==> config.mk <==
export PLATFORM = sky130hd
export DESIGN_NAME = eclr_register
export DESIGN_NICKNAME = d
export VERILOG_FILES = /design/src/rtl/eclr_pkg.sv /design/src/rtl/eclr_strobe_delay.sv /design/src/rtl/eclr_bit_cell.sv /design/src/rtl/eclr_clear_ctl.sv /design/src/rtl/eclr_register.sv
export SDC_FILE = /design/constraint.sdc
export NUM_CORES = 1
export LEC_CHECK = 0
export ABC_CLOCK_PERIOD_IN_PS = 1040
export BUFFER_PORTS_ARGS = -buffer_cell sky130_fd_sc_hd__clkbuf_2
export CORE_MARGIN = 2
export CORE_UTILIZATION = 50
export DETAILED_ROUTE_END_ITERATION = 10
export PLACE_DENSITY = 0.74
export SYNTH_ARGS = -nofsm -noshare
export SYNTH_HDL_FRONTEND = slang
export SYNTH_SLANG_ARGS = --single-unit
==> constraint.sdc <==
create_clock -name clk -period 1.04 [get_ports clk]
set_input_delay 0 -clock clk [delete_from_list [all_inputs] [get_ports clk]]
set_output_delay 0 -clock clk [all_outputs]
set_load 0.02 [all_outputs]
==> src/rtl/eclr_pkg.sv <==
// Package: shared types for the error-correcting pulsed latch register.
// Assumes nothing beyond standard SystemVerilog enums.
package eclr_pkg;

    // Selects how stored error flags are released.
    typedef enum logic {
        CLR_ON_CAPTURE = 1'b0,  // shallow following stage
        CLR_ON_COMMAND = 1'b1   // deep following stage
    } clr_mode_e;

endpackage

==> src/rtl/eclr_strobe_delay.sv <==
// Module: eclr_strobe_delay
// Produces the delayed check strobe from the capture strobe by shifting it
// through DLY registers, so the check acts DLY edges after the capture.
// Assumes DLY >= 1 and capture strobes one base cycle wide.
module eclr_strobe_delay #(
    parameter int DLY = 2
) (
    input  logic clk,
    input  logic rst_n,
    input  logic cap_stb,
    output logic chk_stb
);

    generate
        if (DLY == 1) begin : g_single
            logic stage_q;

            // Single-stage delay register.
            always_ff @(posedge clk) begin
                if (!rst_n) stage_q <= 1'b0;
                else        stage_q <= cap_stb;
            end

            assign chk_stb = stage_q;
        end else begin : g_chain
            logic [DLY-1:0] chain_q;

            // Shift register carrying the capture strobe forward.
            always_ff @(posedge clk) begin
                if (!rst_n) chain_q <= '0;
                else        chain_q <= {chain_q[DLY-2:0], cap_stb};
            end

            assign chk_stb = chain_q[DLY-1];
        end
    endgenerate

endmodule

==> src/rtl/eclr_bit_cell.sv <==
// Module: eclr_bit_cell
// One protected bit: a main latch loaded at the capture strobe and a one-bit
// correction latch loaded with the input/main mismatch at the check strobe.
// The output is the main value XOR the flag. A check on the same edge as a
// clear takes precedence. Assumes synchronous strobes on the base clock.
module eclr_bit_cell (
    input  logic clk,
    input  logic rst_n,
    input  logic cap_stb,
    input  logic chk_stb,
    input  logic clr_flag,
    input  logic d_bit,
    output logic main_bit,
    output logic flag_bit,
    output logic q_bit
);

    logic mismatch;

    // Comparator between live input and captured value.
    always_comb mismatch = d_bit ^ main_bit;

    // Main latch: takes the input only at the capture strobe.
    always_ff @(posedge clk) begin
        if (!rst_n)       main_bit <= 1'b0;
        else if (cap_stb) main_bit <= d_bit;
    end

    // Correction latch: loads mismatch at check, otherwise honours clear.
    always_ff @(posedge clk) begin
        if (!rst_n)        flag_bit <= 1'b0;
        else if (chk_stb)  flag_bit <= mismatch;
        else if (clr_flag) flag_bit <= 1'b0;
    end

    // Corrected output.
    always_comb q_bit = main_bit ^ flag_bit;

endmodule

==> src/rtl/eclr_clear_ctl.sv <==
// Module: eclr_clear_ctl
// Decides when the correction flags are released: on a capture strobe while
// the register reports an error (shallow mode) or on the external clear
// (deep mode). Assumes the mode input is stable around strobes.
module eclr_clear_ctl
    import eclr_pkg::*;
(
    input  clr_mode_e mode,
    input  logic      cap_stb,
    input  logic      err_any,
    input  logic      clear_err,
    output logic      clr_flags
);

    // Mode-dependent clear selection.
    always_comb begin
        unique case (mode)
            CLR_ON_CAPTURE: clr_flags = cap_stb & err_any;
            CLR_ON_COMMAND: clr_flags = clear_err;
            default:        clr_flags = 1'b0;
        endcase
    end

endmodule

==> src/rtl/eclr_register.sv <==
// Module: eclr_register (top)
// N-bit error-correcting pulsed latch register modelled on a base clock.
// The capture strobe loads all main latches. A check strobe CHECK_DELAY
// cycles later records per-bit late arrivals, which invert the affected
// outputs. The flags are ORed into err_reg and released according to
// mode_deep. Assumes capture strobes are one cycle wide.
module eclr_register
    import eclr_pkg::*;
#(
    parameter int N           = 8,
    parameter int CHECK_DELAY = 2
) (
    input  logic         clk,
    input  logic         rst_n,
    input  logic         cap_stb,
    input  logic         mode_deep,
    input  logic         clear_err,
    input  logic [N-1:0] d,
    output logic [N-1:0] q,
    output logic         err_reg
);

    logic         chk_stb;
    logic         clr_flags;
    logic [N-1:0] f_vec;
    logic [N-1:0] flag_vec;
    clr_mode_e    mode;

    // Mode decode from the plain port.
    always_comb mode = mode_deep ? CLR_ON_COMMAND : CLR_ON_CAPTURE;

    eclr_strobe_delay #(.DLY(CHECK_DELAY)) u_dly (
        .clk     (clk),
        .rst_n   (rst_n),
        .cap_stb (cap_stb),
        .chk_stb (chk_stb)
    );

    eclr_clear_ctl u_clr (
        .mode      (mode),
        .cap_stb   (cap_stb),
        .err_any   (err_reg),
        .clear_err (clear_err),
        .clr_flags (clr_flags)
    );

    generate
        for (genvar i = 0; i < N; i++) begin : g_bit
            eclr_bit_cell u_cell (
                .clk      (clk),
                .rst_n    (rst_n),
                .cap_stb  (cap_stb),
                .chk_stb  (chk_stb),
                .clr_flag (clr_flags),
                .d_bit    (d[i]),
                .main_bit (f_vec[i]),
                .flag_bit (flag_vec[i]),
                .q_bit    (q[i])
            );
        end
    endgenerate

    // Register error: OR of all bit flags.
    always_comb err_reg = |flag_vec;

endmodule

After elaboration in Yosys (flattened, before gate mapping)
Cells that the tools add are included.

Flip-flop bits (word level): 18. Logic and storage cells: 48. Output and inout port bits: 9.

Muxes and demuxes: 11. Bitwise operators: 18. Reductions and logical operators: 2.

Operators by type and width (number): $xor 1x1->1 (16); $mux 1 (10); $reduce_or 8->1 (1); $pmux 1 s2 (1); $reduce_bool 2->1 (1); $and 1x1->1 (1); $not 1->1 (1).

Longest topological paths before layout
Gate-level depths: netlist (run 1).

Word-level depth: 5. Gate-level depth with buffers: 3. Mapped depth without buffers: 2.

By module
From an unflattened synthesis (run 1), not the netlist that was laid out.

Cell total of the unflattened synthesis: 82. Area, all modules: 802.0 um2.

Modules (own cells, without submodules): eclr_bit_cell (sequential area each 40.0 um2, cells an instance 9, times used 8, area an instance 90.1 um2); eclr_strobe_delay (sequential area each 40.0 um2, cells an instance 4, times used 1, area an instance 52.6 um2); eclr_register (sequential area each 0.0 um2, cells an instance 3, times used 1, area an instance 16.3 um2); eclr_clear_ctl (sequential area each 0.0 um2, cells an instance 3, times used 1, area an instance 12.5 um2).

Least setup slack after synthesis (run 1)
Ideal clock, no wire load.

Path type: reg-to-reg. Start point: register u_dly.g_chain.chain_q[1]. End point: register g_bit[0].u_cell.flag_bit. Clock period less this slack: 0.879 ns. Data arrival time: 0.762 ns. Required time: 0.923 ns. Cell stages (with the launch flop): 4. Setup time: 0.117 ns. Path buffers: 1. Setup slack: 0.161 ns. Path through: dfxtp_1 and2_1 buf_1 a32o_1.

Longest elaborated chain between the ends: 1. Elaborated cells between the ends (all ways): 2.

RTL lines: from (decl) (RTL line eclr_strobe_delay.sv:26) `logic [DLY-1:0] chain_q;`; from (signal assigned) (RTL line eclr_strobe_delay.sv:31) `else chain_q <= {chain_q[DLY-2:0], cap_stb};`; $mux 1 / $reduce_bool 2->1 (equally long branches); to (signal assigned) (RTL line eclr_bit_cell.sv:32) `else if (chk_stb) flag_bit <= mismatch;`; to (decl) (RTL line eclr_bit_cell.sv:14) `output logic flag_bit,`.

Parallel ways exist; a longest one is shown, timed or not. A chain may end at the register's enable or synchronous reset.

Worst setup path in the final report (run 1)
Start point: register g_bit[5].u_cell.flag_bit. End point: output port err_reg.

Longest elaborated chain between the ends: 1.

RTL lines: from (decl) (RTL line eclr_bit_cell.sv:14); from (signal assigned) (RTL line eclr_bit_cell.sv:32); $reduce_or 8->1 (RTL line eclr_register.sv:64) `always_comb err_reg = |flag_vec;`; to (decl) (RTL line eclr_register.sv:20) `output logic err_reg`.

No other way between the ends.

==> results of run 1 <==
-- power by group through the flow --
stage | clock network (mW) | registers (mW) | logic, mW
after global routing | 0.370 | 0.760 | 0.309
after floorplan | 0 | 0.759 | 0.197
final | 0.345 | 0.755 | 0.285
after global placement | 0 | 0.762 | 0.235
after CTS | 0.347 | 0.749 | 0.277
after detailed placement | 0 | 0.764 | 0.239
-- metrics by stage --
step                utilization [%]  std cells  hold slack, ns  setup WS, ns  cell area, um2
finish                         69.7        117        0.000748       -0.0938            1090
detailed placement             58.7        105           0.297       -0.0118             915
CTS                            66.5        115        0.000135        -0.113            1040
floorplan                         -         78           0.169         0.161             858
global placement               58.7        105           0.286        0.0714             915
global route                   69.7        117          0.0344        -0.163            1090
-- final timing paths --
kind                                                  to  cells after the start  slack (ns)                      from
worst min register to register  u_dly.g_chain.chain_q[1]                      1        0.44  u_dly.g_chain.chain_q[0]
worst max register to register  g_bit[7].u_cell.flag_bit                      2        0.13  u_dly.g_chain.chain_q[1]
worst max-delay path                             err_reg                      3       -0.09  g_bit[5].u_cell.flag_bit
worst min-delay path            g_bit[4].u_cell.main_bit                      3      0.0007                      d[4]
-- synth_stat cells --
| cell type | number | share of area [%] |
|---|---|---|
| a32o_1 | 8 | 9.3 |
| and2_1 | 3 | 2.2 |
| buf_1 | 1 | 0.44 |
| buf_4 | 8 | 7.0 |
| buf_6 | 1 | 1.3 |
| clkbuf_1 | 1 | 0.44 |
| clkbuf_2 | 1 | 0.58 |
| dfxtp_1 | 18 | 42 |
| mux2i_1 | 8 | 9.3 |
| mux2i_4 | 1 | 2.6 |
| nand2_1 | 1 | 0.44 |
| nor2b_1 | 9 | 6.6 |
| nor4_1 | 2 | 1.5 |
| xor2_1 | 16 | 16 |
-- state kept, by name (all words and copies together) (netlist names) --
| signal | flops |
|---|---|
| g_bit.u_cell.main_bit | 8 |
| u_dly.g_chain.chain_q | 2 |
| g_bit.u_cell.flag_bit | 8 |
-- cell type report --
type                            instances  area (um2)  area share, %
Multi-Input combinational cell         48         444           40.9
Clock buffer                            3        22.5           2.07
Timing Repair Buffer                   32         223           20.5
Sequential cell                        18         377           34.7
Tap cell                               16        20.0           1.84
-- metal layers --
metal  up-vias  part of all wire [%]
met1       280                    44
li1        311                     -
met3         4                   5.4
met2        23                    47
met4         0                   2.7
met5         -                     0
-- cell families (layout without fill, tap and decap cells) --
| kind of cell | count (synthesis) | in the layout |
|---|---|---|
| compound gates | 8 | 8 |
| xor+xnor | 16 | 16 |
| buf+inv | 12 | 35 |
| flops | 18 | 18 |
| mux | 9 | 9 |
| simple gates | 15 | 15 |
-- repair_timing --
action	in CTS	in global routing
pin swaps	3	1
gates resized for setup	13	17
buffers inserted	2	2
endpoints found under the setup margin	10	9
hold endpoints to repair	5	0
hold buffers	5	0
-- tightest hold or removal path: stages --
cell	delay [ns]
clkbuf_2	0.10
mux2i_1	0.07
nor2b_1	0.09
==> flow_summary_export.csv, run 1 <==
group,metric,value,unit
sta,rsz0062_at_grt,"yes",
sta,slew_violations,0,
sta,finalCritPeriodShare,109,%
power_and_ir_drop,p_clk_share,24.9,%
global_route,groute.layer.met1.usage,20.5,%
synth,synthAdderAreaFrac,0,%
final_layout,layout_common_cells,"clkbuf_2 (15), xor2_1 (14), dfxtp_2 (13)",
cts,worst_skew_pair.late_latency,0.29,ns
synth,yosysWarnings,0,
final_layout,drive_gt1_share,48.5,%
power_and_ir_drop,combPwrFrac,20.6,%
sta,hold_viol,0,
power_and_ir_drop,finalPower,1.38,mW
worst_setup_path,start_kind,"flop",
worst_setup_path,critical_path.max_stage_delay,0.35,ns
power_and_ir_drop,internal_power,1.01,mW
cts,cts_num_sinks,18,
worst_setup_path,crit_chain,"nor4_2, nand2_1, clkbuf_8",
place,port_buffers,21,
worst_setup_path,crit_fanout,2,
synth,syn_area_per_cell,11.0,um2
power_and_ir_drop,leakage,0.533,nW
power_and_ir_drop,powerDensity,1270,nW/um2
sta,clock.fmax,882,MHz
global_route,grt_use_met3,2.38,%
sta,worstMarginPinSlew,0.340,ns
floorplanning,core-area,1560,um2
worst_setup_path,crit_buf_inv,1,
synth,synth_compound_area_share,9.33,%
final_layout,areaGrowthSynthToFinish,26.5,%
synth,ys_ff_latch,18,
cts,cts_inserted_buffers,3,
final_layout,layout.nets,116,
floorplanning,die_y,45.4,um
cts,clockRootBuffer,"clkbuf_4",
worst_setup_path,end_kind,"output port",
routing,drt_iter0_markers,12,
global_route,grt_util_all_layers,17.3,%
routing,drt_pass1_iterations,4,
power_and_ir_drop,irDropWorstVdd,0.874,mV
routing,routed_wl,1510,um
power_and_ir_drop,power_frac_seq,54.5,%
global_route,grt_pass1_vias,593,
global_route,grt_max_degree,11,
synth,synth_top_family_by_area,"XOR/XNOR gates",
job,max_cap_violations,0,
floorplanning,io_pins,22,
final_layout,fillers,128,
sta,fin_crit,1.13,ns
worst_hold_path,holdCritPathClass,"input pin to flop",
global_route,grt.overflow.total,0,
worst_setup_path,crit_family,"flip-flops",
cts,cts.clk_slew.worst_paths,0.10,ns
cts,cts_tree,"done",
status,violations,"negative setup slack",
worst_setup_path,critPathArrivalTime,1.13,ns
synth,synth_mux_area_share,12.0,%
global_route,grt_pass1_wl,2470,um
routing,routed_via_density,5.28,
floorplanning,die_area,2060,um2
floorplanning,rows,14,
routing,route.vias.total,618,
floorplanning,die-width,45.4,um
routing,detail-route-antenna-nets,0,
synth,syn_area,858,um2
routing,drc,0,
synth,syn_inst,78,
final_layout,antennaDiodeCount,0,
sta,worst_clock_skew,0.00721,ns
final_layout,final_common_cell,"clkbuf_2",
global_route,grt.busiest_layer,"met2",
global_route,met2_usage,28.2,%
status,status,"complete, but fails checks",
cts,cts_buffer_depth,2,
worst_setup_path,slowest_stage,"dfxtp_2",
synth,ys_seq_area_share,42.0,%
synth,synth_fp_nets,91,
synth,yosys.area_share.simple,10.6,%
routing,drt-wirelength-per-cell,12.9,um
synth,synth.distinct_cells,14,
worst_setup_path,crit_type,"flop to output port",
sta,setup_slack,-0.0938,ns
place,place.gp.congestion,0.709,
cts,htreeDepth,1,
global_route,antenna_found_initial,0,
power_and_ir_drop,p_sw,0.378,mW
sta,setup_tns,-0.134,ns
sta,setup_viol,3,
worst_setup_path,required,1.04,ns
sta,slew_headroom,77.2,%
floorplanning,start_util,55.1,%
power_and_ir_drop,swShare,27.3,%
synth,synth_xor_area_share,16.3,%
Note: power is estimated with default switching activity, not from simulation.
==> run 2, diff against run 1 <==
--- a/config.mk
+++ b/config.mk
@@ -6,11 +6,12 @@
 export NUM_CORES = 1
 export LEC_CHECK = 0
 export ABC_CLOCK_PERIOD_IN_PS = 1040
-export BUFFER_PORTS_ARGS = -buffer_cell sky130_fd_sc_hd__clkbuf_2
+export BUFFER_PORTS_ARGS = -buffer_cell sky130_fd_sc_hd__buf_2
 export CORE_MARGIN = 2
 export CORE_UTILIZATION = 50
 export DETAILED_ROUTE_END_ITERATION = 10
 export PLACE_DENSITY = 0.74
+export REMOVE_ABC_BUFFERS = 1
 export SYNTH_ARGS = -nofsm -noshare
 export SYNTH_HDL_FRONTEND = slang
 export SYNTH_SLANG_ARGS = --single-unit
==> run 2 against run 1 <==
  * The run still ends with negative setup slack left
  * Highest routed layer unchanged
  * Clock skew is 0.0069 ns lower
  * Clock-buffer cell count is 1 higher
  * Sequential share of layout area is 0.23 points lower
  * Hold slack better by 0.0080 ns
==> flow_summary_export.csv, run 2 (synthesized netlist as in run 1, its figures left out) <==
group,metric,value,unit
final_layout,final_common_cell,"xor2_1",
sta,slew_headroom,74.9,%
status,violations,"negative setup slack",
cts,cts_tree,"done",
floorplanning,die_area,2060,um2
floorplanning,rows,14,
final_layout,antennaDiodeCount,0,
floorplanning,die_y,45.4,um
sta,hold_viol,0,
routing,drt_pass1_iterations,4,
cts,clockRootBuffer,"clkbuf_4",
worst_setup_path,crit_chain,"nor4_4, nand2_1, buf_6",
sta,worstMarginPinSlew,0.374,ns
global_route,antenna_found_initial,0,
routing,route.vias.total,635,
floorplanning,core-area,1560,um2
global_route,grt_pass1_wl,2740,um
worst_setup_path,critical_path.max_stage_delay,0.35,ns
final_layout,fillers,110,
place,port_buffers,21,
routing,drt-wirelength-per-cell,15.3,um
worst_setup_path,critPathArrivalTime,1.16,ns
floorplanning,start_util,55.1,%
global_route,grt_max_degree,11,
worst_setup_path,crit_family,"simple AND/OR/NAND/NOR gates",
power_and_ir_drop,leakage,0.544,nW
routing,drt_iter0_markers,7,
final_layout,multi_input_area,454,um2
global_route,grt_util_all_layers,18.8,%
floorplanning,io_pins,22,
final_layout,fin_util,71.7,%
power_and_ir_drop,powerDensity,1330,nW/um2
place,dpl.hpwl,1160,um
final_layout,top_regs,"g_bit.u_cell.flag_bit x8, g_bit.u_cell.main_bit x8, u_dly.g_chain.chain_q x2",
sta,setup_tns,-0.191,ns
job,max_cap_violations,0,
worst_setup_path,start_kind,"flop",
cts,worst_skew_pair.late_latency,0.29,ns
cts,htreeDepth,1,
final_layout,layout.nets,114,
sta,worst_clock_skew,0.000318,ns
worst_setup_path,crit_fanout,2,
worst_setup_path,crit_type,"flop to output port",
sta,setup_slack,-0.123,ns
power_and_ir_drop,irDropWorstVdd,1.12,mV
global_route,grt_pass1_vias,622,
sta,rsz0062_at_grt,"yes",
cts,cts.clk_slew.worst_paths,0.10,ns
sta,setup_viol,3,
routing,drc,0,
final_layout,layout_common_cells,"xor2_1 (15), buf_2 (14), dfxtp_2 (11)",
final_layout,drive_gt1_share,48.0,%
final_layout,areaGrowthSynthToFinish,30.3,%
final_layout,register_area,385,um2
worst_setup_path,end_kind,"output port",
place,place.gp.congestion,0.764,
sta,finalCritPeriodShare,112,%
global_route,grt.overflow.total,0,
cts,cts_inserted_buffers,3,
routing,detail-route-antenna-nets,0,
cts,cts_num_sinks,18,
routing,routed_via_density,5.47,
worst_setup_path,slowest_stage,"dfxtp_2",
status,status,"complete, but fails checks",
cts,cts_buffer_depth,2,
worst_setup_path,required,1.04,ns
floorplanning,die-width,45.4,um
sta,slew_violations,0,
sta,fin_crit,1.16,ns
routing,routed_wl,1770,um
worst_hold_path,holdCritPathClass,"input pin to flop",
worst_setup_path,crit_buf_inv,1,
sta,clock.fmax,860,MHz
-- run 2: cell types whose count changed in the layout (fill, tap and decap cells not counted), moves of 2 or more --
cell | previous run | this run
dfxtp_2 | 13 | 11
buf_2 | 1 | 14
dfxtp_4 | 0 | 3
nor4_4 | 0 | 2
nor4_2 | 2 | 0
clkbuf_2 | 15 | 0
-- run 2: worst register-to-register path: stages (launching register included) --
cell	delay, ns
dfxtp_1	0.33
nor2b_2	0.33
a32o_1	0.23
-- run 2: cell type report --
| cell class | instances | share of cell area [%] |
|---|---|---|
| Tap cell | 16 | 1.79 |
| Clock buffer | 4 | 3.24 |
| Sequential cell | 18 | 34.5 |
| Timing Repair Buffer | 30 | 19.9 |
| Multi-Input combinational cell | 48 | 40.6 |
-- run 2: metal layers --
layer | track usage [%] | share of wire (%) | up-vias
met2 | 32.7 | 51 | 22
met3 | 3.57 | 4.0 | 2
met1 | 22.6 | 44 | 307
li1 | - | - | 304
met5 | 0 | 0 | -
met4 | 7.06 | 0.73 | 0
-- run 2: power by group --
part | internal (mW) | leakage [nW] | switching (mW)
Sequential | 0.719 | 0.154 | 0.0347
Clock | 0.213 | 0.0210 | 0.212
Combinational | 0.158 | 0.369 | 0.146
Total | 1.09 | 0.544 | 0.393
-- run 2: per-stage QoR --
step / hold WS (ns) / instances / instance area (um2) / worst slack [ns] / total power, mW
2_1_floorplan: 0.122 / 66 / 774 / 0.173 / 0.903
3_3_place_gp: 0.280 / 105 / 927 / 0.0695 / 1.00
5_1_grt: 0.0103 / 116 / 1120 / -0.192 / 1.55
4_1_cts: 0.000638 / 116 / 1060 / -0.0862 / 1.47
6_report: 0.00872 / 116 / 1120 / -0.123 / 1.48
3_5_place_dp: 0.295 / 105 / 927 / -0.0644 / 1.01
-- run 2: final timing paths --
path	from	to	slack (ns)	depth (start not counted)
hold reg to reg	u_dly.g_chain.chain_q[0]	u_dly.g_chain.chain_q[1]	0.45	1
setup / recovery	g_bit[1].u_cell.flag_bit	err_reg	-0.12	3
setup reg to reg	u_dly.g_chain.chain_q[1]	g_bit[6].u_cell.flag_bit	0.10	2
hold / removal	d[6]	g_bit[6].u_cell.main_bit	0.009	3
-- run 2: what timing repair did --
action / in CTS / in global routing
hold endpoints to repair: 5 / 0
setup endpoints to repair: 11 / 8
setup buffers: 2 / 0
pin swaps: 2 / 1
hold buffers: 5 / 0
gates resized for setup: 15 / 17
==> run 3, diff against run 2 <==
--- a/config.mk
+++ b/config.mk
@@ -5,7 +5,7 @@
 export SDC_FILE = /design/constraint.sdc
 export NUM_CORES = 1
 export LEC_CHECK = 0
-export ABC_CLOCK_PERIOD_IN_PS = 1040
+export ABC_CLOCK_PERIOD_IN_PS = 1100
 export BUFFER_PORTS_ARGS = -buffer_cell sky130_fd_sc_hd__buf_2
 export CORE_MARGIN = 2
 export CORE_UTILIZATION = 50
==> constraint.sdc (replaced) <==
create_clock -name clk -period 1.1 [get_ports clk]
set_input_delay 0 -clock clk [delete_from_list [all_inputs] [get_ports clk]]
set_output_delay 0 -clock clk [all_outputs]
set_load 0.02 [all_outputs]
==> run 3 against run 2 <==
  * The run still ends with negative setup slack left
  * Register-to-register slack improved by 0.08 ns
  * Largest power group unchanged
  * Sequential power decreased by 5.8%
  * Clock power is 4% lower
  * Routed wire length shrank 9.0%
  * Clock-buffer cell count stayed put
  * Critical path type unchanged
  * Hold slack lost 0.0059 ns
  * First-iteration DRC count shrank 43%
  * Clock skew rose by 0.0040 ns
  * Total power shrank 6.5%
  * Non-clock buffer count increased by 2
  * Flip-flop and latch count unchanged
==> flow_summary_export.csv, run 3 (synthesized netlist as in run 1, its figures left out) <==
group,metric,value,unit
status,status,"complete, but fails checks",
status,violations,"negative setup slack",
sta,clock.fmax,869,MHz
cts,cts_num_sinks,18,
cts,cts_inserted_buffers,3,
routing,routed_via_density,5.48,
cts,cts_buffer_depth,2,
cts,cts_tree,"done",
global_route,grt_max_degree,13,
final_layout,fillers,127,
final_layout,antennaDiodeCount,0,
worst_setup_path,start_kind,"flop",
global_route,grt_pass1_wl,2640,um
routing,drt-wirelength-per-cell,13.7,um
floorplanning,rows,14,
worst_setup_path,critPathArrivalTime,1.15,ns
worst_setup_path,end_kind,"output port",
place,pre_cts_slack,0.0780,ns
place,place.gp.congestion,0.755,
global_route,grt_pass1_vias,613,
power_and_ir_drop,powerDensity,1290,nW/um2
sta,slew_headroom,77.2,%
final_layout,layout.nets,116,
global_route,met2_usage,30.4,%
routing,drt_iter0_markers,4,
floorplanning,io_pins,22,
sta,finalCritPeriodShare,105,%
final_layout,final_common_cell,"buf_2",
power_and_ir_drop,leakage,0.532,nW
worst_setup_path,slowest_stage,"dfxtp_2",
place,port_buffers,21,
cts,worst_skew_pair.late_latency,0.30,ns
worst_hold_path,holdCritPathClass,"input pin to flop",
worst_setup_path,critical_path.max_stage_delay,0.34,ns
final_layout,layout_common_cells,"buf_2 (17), xor2_1 (16), dfxtp_1 (11)",
worst_setup_path,required,1.10,ns
floorplanning,die_area,2060,um2
global_route,grt.overflow.total,0,
final_layout,drive_gt1_share,38.2,%
routing,drc,0,
global_route,grt_util_all_layers,17.8,%
sta,worst_clock_skew,0.00432,ns
job,max_cap_violations,0,
final_layout,top_regs,"g_bit.u_cell.flag_bit x8, g_bit.u_cell.main_bit x8, u_dly.g_chain.chain_q x2",
cts,clockRootBuffer,"clkbuf_4",
worst_setup_path,crit_type,"flop to output port",
routing,routed_wl,1610,um
sta,rsz0062_at_grt,"yes",
final_layout,areaGrowthSynthToFinish,24.8,%
place,dpl.hpwl,1080,um
power_and_ir_drop,irDropWorstVdd,0.999,mV
sta,fin_crit,1.15,ns
floorplanning,start_util,55.1,%
worst_setup_path,crit_chain,"nor4_1, nand2_1, buf_6",
routing,detail-route-antenna-nets,0,
routing,drt_pass1_iterations,4,
global_route,groute.layer.met1.usage,21.6,%
cts,cts.clk_slew.worst_paths,0.10,ns
floorplanning,die_y,45.4,um
cts,htreeDepth,1,
worst_setup_path,crit_fanout,2,
sta,worstMarginPinSlew,0.340,ns
sta,hold_viol,0,
global_route,grt_use_met3,5.95,%
sta,slew_violations,0,
worst_setup_path,crit_buf_inv,1,
final_layout,final_area,1070,um2
global_route,grt.busiest_layer,"met2",
global_route,antenna_found_initial,0,
floorplanning,die-width,45.4,um
routing,route.vias.total,647,
sta,worst_hold_slack,0.00284,ns
sta,setup_viol,1,
floorplanning,core-area,1560,um2
worst_setup_path,crit_family,"simple AND/OR/NAND/NOR gates",
sta,setup_slack,-0.0504,ns
place,placed_area,907,um2
run 3: cell types whose count changed in the layout (fill, tap and decap cells not counted), moves of 2 or more:
| cell | delta |
|---|---|
| dfxtp_4 | -3 |
| dfxtp_1 | +7 |
| dlygate4sd3_1 | +2 |
| dfxtp_2 | -4 |
| nor4_4 | -2 |
| buf_4 | -2 |
| buf_2 | +3 |
run 3: layer usage:
metal | wire length (um) | part of all wire, %
met3 | 118 | 7.3
met4 | 10 | 0.62
met1 | 701 | 43
met2 | 784 | 49
met5 | 0 | 0
run 3: tightest hold or removal path, stage by stage:
cell and delay [ns]:
buf_2 0.09, mux2i_1 0.07, nor2b_1 0.10
run 3: final timing paths:
| kind | cells past startpoint | to | slack (ns) | startpoint |
|---|---|---|---|---|
| worst max-delay path | 3 | err_reg | -0.05 | g_bit[7].u_cell.flag_bit |
| worst min-delay path | 3 | g_bit[1].u_cell.main_bit | 0.003 | d[1] |
| worst max register to register | 2 | g_bit[3].u_cell.flag_bit | 0.18 | u_dly.g_chain.chain_q[1] |
| worst min register to register | 1 | u_dly.g_chain.chain_q[1] | 0.44 | u_dly.g_chain.chain_q[0] |
run 3: report_power, final:
group	switching, mW	internal (mW)	total, mW
Combinational	0.132	0.134	0.266
Clock	0.208	0.202	0.410
Sequential	0.0274	0.683	0.710
Total	0.368	1.02	1.39
run 3: repair_timing:
action	in CTS	in global routing
setup endpoints to repair	1	14
pin swaps	1	1
gates resized for setup	8	7
hold buffers	7	0
buffers inserted	3	0
hold endpoints to repair	7	0
run 3: final cells by class:
class	instances	area, um2	share of cell area (%)
clock buffers	4	36.3	3.39
multi-input cells	48	423	39.5
flip-flops and latches	18	369	34.5
well taps	16	20.0	1.87
repair buffers	32	223	20.8
run 3: through the flow:
stage	setup TNS, ns	utilization [%]	instances	power [mW]
2_1_floorplan	0	-	66	0.854
3_3_place_gp	0	58.2	104	0.940
3_5_place_dp	0	58.2	104	0.947
4_1_cts	-0.0428	67.7	118	1.39
5_1_grt	-0.132	68.7	118	1.45
6_report	-0.0504	68.7	118	1.39
